===== config.mk =====
export PLATFORM = sky130hd
export DESIGN_NAME = loop_counter_unit
export DESIGN_NICKNAME = d
export VERILOG_FILES = /design/src/rtl/lcu_pkg.sv /design/src/rtl/lcu_src_mux.sv /design/src/rtl/lcu_count_core.sv /design/src/rtl/lcu_req_flag.sv /design/src/rtl/loop_counter_unit.sv
export SDC_FILE = /design/constraint.sdc
export NUM_CORES = 1
export LEC_CHECK = 0
export BUFFER_PORTS_ARGS = -buffer_cell sky130_fd_sc_hd__buf_2
export CORE_UTILIZATION = 45
export DETAILED_ROUTE_END_ITERATION = 8
export PLACE_DENSITY = 0.88
export SETUP_SLACK_MARGIN = 0.15
export SLEW_MARGIN = 20
export SYNTH_ARGS = -nofsm -noshare
export SYNTH_HDL_FRONTEND = slang
export SYNTH_SLANG_ARGS = --single-unit

===== constraint.sdc =====
create_clock -name clk -period 2.7 [get_ports clk]
set_input_delay 0.27 -clock clk [delete_from_list [all_inputs] [get_ports clk]]
set_output_delay 0.27 -clock clk [all_outputs]
set_load 0.005 [all_outputs]

===== src/rtl/lcu_pkg.sv =====
package lcu_pkg;

    localparam int LCU_NSRC   = 6;
    localparam int LCU_SLOTS  = 8;
    localparam int LCU_STEP   = 2;

    typedef enum logic [2:0] {
        SRC_IMM = 3'd0,
        SRC_ALU = 3'd1,
        SRC_WR1 = 3'd2,
        SRC_WR2 = 3'd3,
        SRC_WR3 = 3'd4,
        SRC_WR4 = 3'd5
    } lcu_src_e;

    // settings captured with each load, held for the life of the loop
    typedef struct packed {
        logic every_clk;
        logic clr_req;
    } lcu_mode_t;

    typedef struct packed {
        logic     hit;
        lcu_src_e idx;
    } lcu_pick_t;

    // lowest set select bit wins
    function automatic lcu_pick_t lcu_first(input logic [LCU_NSRC-1:0] sel);
        lcu_pick_t p;
        p.hit = 1'b0;
        p.idx = SRC_IMM;
        for (int i = LCU_NSRC - 1; i >= 0; i--) begin
            if (sel[i]) begin
                p.hit = 1'b1;
                p.idx = lcu_src_e'(i[2:0]);
            end
        end
        return p;
    endfunction

endpackage


===== src/rtl/lcu_src_mux.sv =====
module lcu_src_mux
    import lcu_pkg::*;
#(
    parameter int DATA_W = 16
) (
    input  logic [LCU_NSRC-1:0] sel,
    input  logic [DATA_W-1:0]   imm,
    input  logic [DATA_W-1:0]   alu,
    input  logic [DATA_W-1:0]   wr1,
    input  logic [DATA_W-1:0]   wr2,
    input  logic [DATA_W-1:0]   wr3,
    input  logic [DATA_W-1:0]   wr4,
    output logic [DATA_W-1:0]   val,
    output logic                hit
);

    logic [DATA_W-1:0] slots [LCU_SLOTS];
    lcu_pick_t         pick;

    assign slots[SRC_IMM] = imm;
    assign slots[SRC_ALU] = alu;
    assign slots[SRC_WR1] = wr1;
    assign slots[SRC_WR2] = wr2;
    assign slots[SRC_WR3] = wr3;
    assign slots[SRC_WR4] = wr4;

    // unused slots of the index space read as zero
    generate
        for (genvar g = LCU_NSRC; g < LCU_SLOTS; g++) begin : g_pad
            assign slots[g] = '0;
        end
    endgenerate

    assign pick = lcu_first(sel);
    assign hit  = pick.hit;
    assign val  = slots[pick.idx];

endmodule


===== src/rtl/lcu_count_core.sv =====
module lcu_count_core
    import lcu_pkg::*;
#(
    parameter int DATA_W = 16,
    parameter int CNT_W  = DATA_W + 1
) (
    input  logic              clk,
    input  logic              rst,
    input  logic              load_en,
    input  logic              exact,
    input  logic [DATA_W-1:0] load_val,
    input  logic              dec_ev,
    output logic [CNT_W-1:0]  count,
    output logic              last
);

    localparam logic [CNT_W-1:0] STEP = CNT_W'(LCU_STEP);

    logic [CNT_W-1:0] wide;
    logic [CNT_W-1:0] loaded;
    logic             near_end;
    logic             active;

    assign wide     = CNT_W'(load_val);
    assign loaded   = exact ? wide : (wide << 1);
    assign near_end = (count <= STEP);
    assign active   = (count != '0);
    assign last     = !load_en && active && dec_ev && near_end;

    always_ff @(posedge clk) begin
        if (rst) begin
            count <= '0;
        end else if (load_en) begin
            count <= loaded;
        end else if (active && dec_ev) begin
            count <= near_end ? '0 : (count - STEP);
        end
    end

endmodule


===== src/rtl/lcu_req_flag.sv =====
module lcu_req_flag (
    input  logic clk,
    input  logic rst,
    input  logic set_pulse,
    input  logic clr_hit,
    output logic req
);

    always_ff @(posedge clk) begin
        if (rst) begin
            req <= 1'b0;
        end else if (clr_hit) begin
            req <= 1'b0;
        end else if (set_pulse) begin
            req <= 1'b1;
        end
    end

endmodule


===== src/rtl/loop_counter_unit.sv =====
module loop_counter_unit
    import lcu_pkg::*;
#(
    parameter int DATA_W = 16
) (
    input  logic                clk,
    input  logic                rst,
    input  logic                lc_load,
    input  logic                lc_exact,
    input  logic                lc_every_clk,
    input  logic                lc_clr_req,
    input  logic [5:0]          lc_src,
    input  logic [DATA_W-1:0]   imm_data,
    input  logic [DATA_W-1:0]   alu_result,
    input  logic [DATA_W-1:0]   wreg1,
    input  logic [DATA_W-1:0]   wreg2,
    input  logic [DATA_W-1:0]   wreg3,
    input  logic [DATA_W-1:0]   wreg4,
    input  logic                data_valid,
    input  logic                req_set,
    output logic [DATA_W:0]     loop_count,
    output logic                loop_active,
    output logic                loop_last,
    output logic                req_pending
);

    localparam int CNT_W = DATA_W + 1;

    logic [DATA_W-1:0] src_val;
    logic              src_hit;
    logic              load_en;
    logic              dec_ev;
    logic              clr_hit;
    lcu_mode_t         mode_q;

    lcu_src_mux #(.DATA_W(DATA_W)) u_mux (
        .sel (lc_src),
        .imm (imm_data),
        .alu (alu_result),
        .wr1 (wreg1),
        .wr2 (wreg2),
        .wr3 (wreg3),
        .wr4 (wreg4),
        .val (src_val),
        .hit (src_hit)
    );

    assign load_en = lc_load && src_hit;
    assign dec_ev  = mode_q.every_clk || data_valid;

    always_ff @(posedge clk) begin
        if (rst) begin
            mode_q <= '0;
        end else if (load_en) begin
            mode_q.every_clk <= lc_every_clk;
            mode_q.clr_req   <= lc_clr_req;
        end else if (loop_last) begin
            mode_q.clr_req <= 1'b0;
        end
    end

    lcu_count_core #(.DATA_W(DATA_W), .CNT_W(CNT_W)) u_core (
        .clk      (clk),
        .rst      (rst),
        .load_en  (load_en),
        .exact    (lc_exact),
        .load_val (src_val),
        .dec_ev   (dec_ev),
        .count    (loop_count),
        .last     (loop_last)
    );

    assign clr_hit     = loop_last && mode_q.clr_req;
    assign loop_active = (loop_count != '0);

    lcu_req_flag u_req (
        .clk       (clk),
        .rst       (rst),
        .set_pulse (req_set),
        .clr_hit   (clr_hit),
        .req       (req_pending)
    );

endmodule


==> metrics.md <==
| Metric | Value |
|---|---|
| Outcome | finished, final reports clean |
| Dominant combinational cell family by area after synthesis | compound AO/OA/AOI/OAI gates |
| Data required, critical path | 2.43 ns |
| Synthesized instance count | just over 300 |
| Type of the worst setup path | flip-flop to output port |
| Final setup vio count | 0 |
| Largest fanout on the critical path | 7 |
| Clock insertion delay at the later pin of the skew report | 0.26 ns |
| Number of flip-flops and latches in the synthesized netlist | 20 |
| Crit path launch | u_core.count[5]$_SDFFE_PP0P_ |
| Worst EP arrival | approximately 2.2 ns |
| Total wire length after detailed routing | 8428 um |
| Count of pins over their slew limit | 0 |
| Vertical die dimension | 72.08 um |
| Post-Route Setup TNS | 0 ns |
| Power density cells | 374.0 nW/um2 |
| Placed instance area | 2908 um2 |
| GRT Util Overall | around a third |
| Fraction of the mapped netlist area in simple logic gates | between 30 and 40% |
| Initial antenna violation count | 0 |
| Share of the synthesized area in the top cell type | around 18% |
| Leakage power total | 1.390 nW |
| Post-route cell area | 2963 um2 |
| Number of warning messages in the yosys log | 0 |
| Routed vias | 3033 |
| Initial standard-cell utilization of the core | between 40% and 50% |
| Sequential-to-total area share from yosys stat | 18.12% |
| Class of the worst hold path | primary input to flip-flop |
| Worst Setup Start Kind | flip-flop |
| CTS tree | yes |
| Total number of nets in the final design | 540 |
| Number of gates resized after cts | 0 |
| Avg Inst Size Synth | 7.221 um2 |
| Count of buffers inserted at the top-level ports | 129 |
| Number of flops mapped to enable cells by yosys | 0 |
| Quantity of hold-fixing buffers added after cts | 0 |
| CTS clk-pin slew, worst paths | around 0.08 ns |
| Area contributors post-synth | dfxtp_1 (18%), mux2i_1 (11%), nand2_1 (6.3%) |
| FF-to-FF Start | u_core.count[2]$_SDFFE_PP0P_ |
| # Post-CTS Setup Buffers | 0 |
| Core area | 4723 um2 |
| Largest net degree at the start of global routing | 20 |
| Final antenna diode count | 0 |
| Maximum number of buffers from clock root to sink | 2 |
| Worst Hold Depth | 3 |
| Period utilization | 89.71% |
| Top-Level Pins | 130 |
| Floorplan die area | 5195 um2 |
| Global-route wire length before repair | 13040 um |
| HPWL after DPL | 6739 um |
| Sink count of the clock tree | 20 |
| Utilization of the core after routing | a little over three fifths |
| TritonCTS buffer count | 3 |
| Post-synthesis cell type count | 55 |
| Final-report hold violation count | 0 |
| 1st-pass router iterations | 8 |
| Setup skew after layout | 0.001207 ns |
| Most frequently used flop master after synthesis | dfxtp_1 |
| Pwr Total | 1.108 mW |
| Max-cap violation count | 0 |
| Share of flip-flops with an asynchronous set or reset | 0% |
| Mux cell area share after synthesis | 11.38% |
| Sum of overflow across all layers after global routing | 0 |
| Width of the chip | 72.08 um |
| Site Rows | 25 |
| Xor-xnor portion of the synthesized cell area | less than 1% |
| Max_slew headroom | approximately 43% |
| VDD IR-drop max | 0.0001824 V |
| Compound-Gate Fraction of Synth Area | 32.11% |
| Iteration-0 DRC count of the detailed router | 297 |
| Endpoint kind of the worst setup timing path | output port |
| Worst reg-to-reg path cell count | 9 |
| Fraction of the mapped netlist area in adder cells | 0.5663% |
| Clock Tree Root | clkbuf_8 |
| DR DRC count | 0 |
| Layout cell share with drive strength beyond 1 | a little under two fifths |
| Net count after synthesis | between 400 and 500 |
| Post-route ant nets | 0 |
| Unrepaired setup endpoints after global routing | false |
| Library cell occupying the most area in the post-synthesis netlist | dfxtp_1 |
| Growth of design area from synthesis to finish | 34.09% |
| Mean routed wirelength per cell | 17.06 um |
| Transition time at the pin with the least slew margin | 0.8461 ns |
| Min-delay src | lc_clr_req |
| Number of H-tree branching levels | 1 |
| Gpl congestion | 0.9775 |
| Post-layout min period | 2.422 ns |
| Via count of the first global-routing pass | ~2.7k |
| Cell Area, Synth | approximately 2200 um2 |
| Detail-routed via count per cell | 6.140 |
| Highest clock frequency the design can meet | 0.4129 GHz |
## metrics by stage
stage               instances  hold slack (ns)  setup slack [ns]
finish                    494           0.2375            0.2778
global route              494           0.2583            0.1738
CTS                       494           0.2424            0.2023
detailed placement        491           0.4380            0.3438
global placement          491           0.4196            0.4718
floorplan                 306           0.4060            0.5841
## area by class of cell
class,instances,area [um2]
Multi-Input combinational cell,262,1709
Sequential cell,20,400.4
Timing Repair Buffer,138,713.2
Inverter,4,15.01
Tap cell,67,83.83
Fill cell,413,1760
Clock buffer,3,41.29
## critical path: stages, from the launching register on
cell      delay (ns)
dfxtp_1         0.38
or3_1           0.46
or3_1           0.36
nor3_2          0.24
nand3b_1        0.18
nor2_2          0.14
buf_2           0.12
## sequential cells by signal, indices dropped and copies added (netlist names)
name and cells:
u_core.count 17, mode_q 2, u_req.req 1
## report_power, final
group	total, mW	internal (mW)	switching (mW)
clock network	0.204	0.0997	0.104
registers	0.378	0.326	0.0519
logic	0.526	0.236	0.290
## cell families after synthesis
| group | Yosys count |
|---|---|
| AO/OA/AOI/OAI | 97 |
| AND/OR/NAND/NOR | 138 |
| buffers and inverters | 24 |
| multiplexers | 25 |
| adder cells (fa/ha/maj) | 1 |
| XOR/XNOR | 1 |
| flip-flops | 20 |
## synthesized netlist by cell type, types with 2 or more instances
library cell / instances
nand2_1: 37
nor2_1: 27
mux2i_1: 24
dfxtp_1: 20
a21oi_1: 18
nor3_1: 17
nand3_1: 14
o22ai_1: 12
a221oi_1: 9
clkbuf_1: 9
o21ai_0: 8
a21o_1: 7
and2_1: 7
or3_1: 7
a211oi_1: 6
a221o_1: 6
buf_4: 6
buf_2: 5
o211ai_1: 5
a22oi_1: 4
and3_1: 4
inv_1: 4
nand2b_1: 4
nor3b_1: 3
o221ai_1: 3
a2111oi_2: 2
a211o_1: 2
a311oi_1: 2
a32oi_1: 2
and2b_1: 2
nand3b_1: 2
nand4_1: 2
nor3_2: 2
nor4_1: 2
or2_2: 2
## placed cells by master, fill, tap and decap left out, types with 9 or more instances in the layout
cell      synthesis  layout
mux2i_1          24      24
nor2_1           27      26
buf_4             6       9
nand2_1          37      37
buf_2             5     129
dfxtp_1          20      20
nand3_1          14      14
a21oi_1          18      18
nor3_1           17      15
a221oi_1          9       9
o22ai_1          12      12
## worst paths after layout
kind,to,slack [ns]
worst min-delay path,mode_q[0]$_SDFFE_PP0P_,0.24
worst min register to register,u_req.req$_SDFFE_PP0P_,0.44
worst max register to register,u_core.count[7]$_SDFFE_PP0P_,0.45
worst max-delay path,loop_last,0.28
## layer usage
metal  wire length [um]  track usage [%]  part of all wire, %
met1               3313            40.85                   39
met2               4018            53.37                   48
met3                817            3.194                  9.7
met4                277            14.16                  3.3
met5                  0                0                    0
Note: power is estimated with default switching activity, not from simulation.
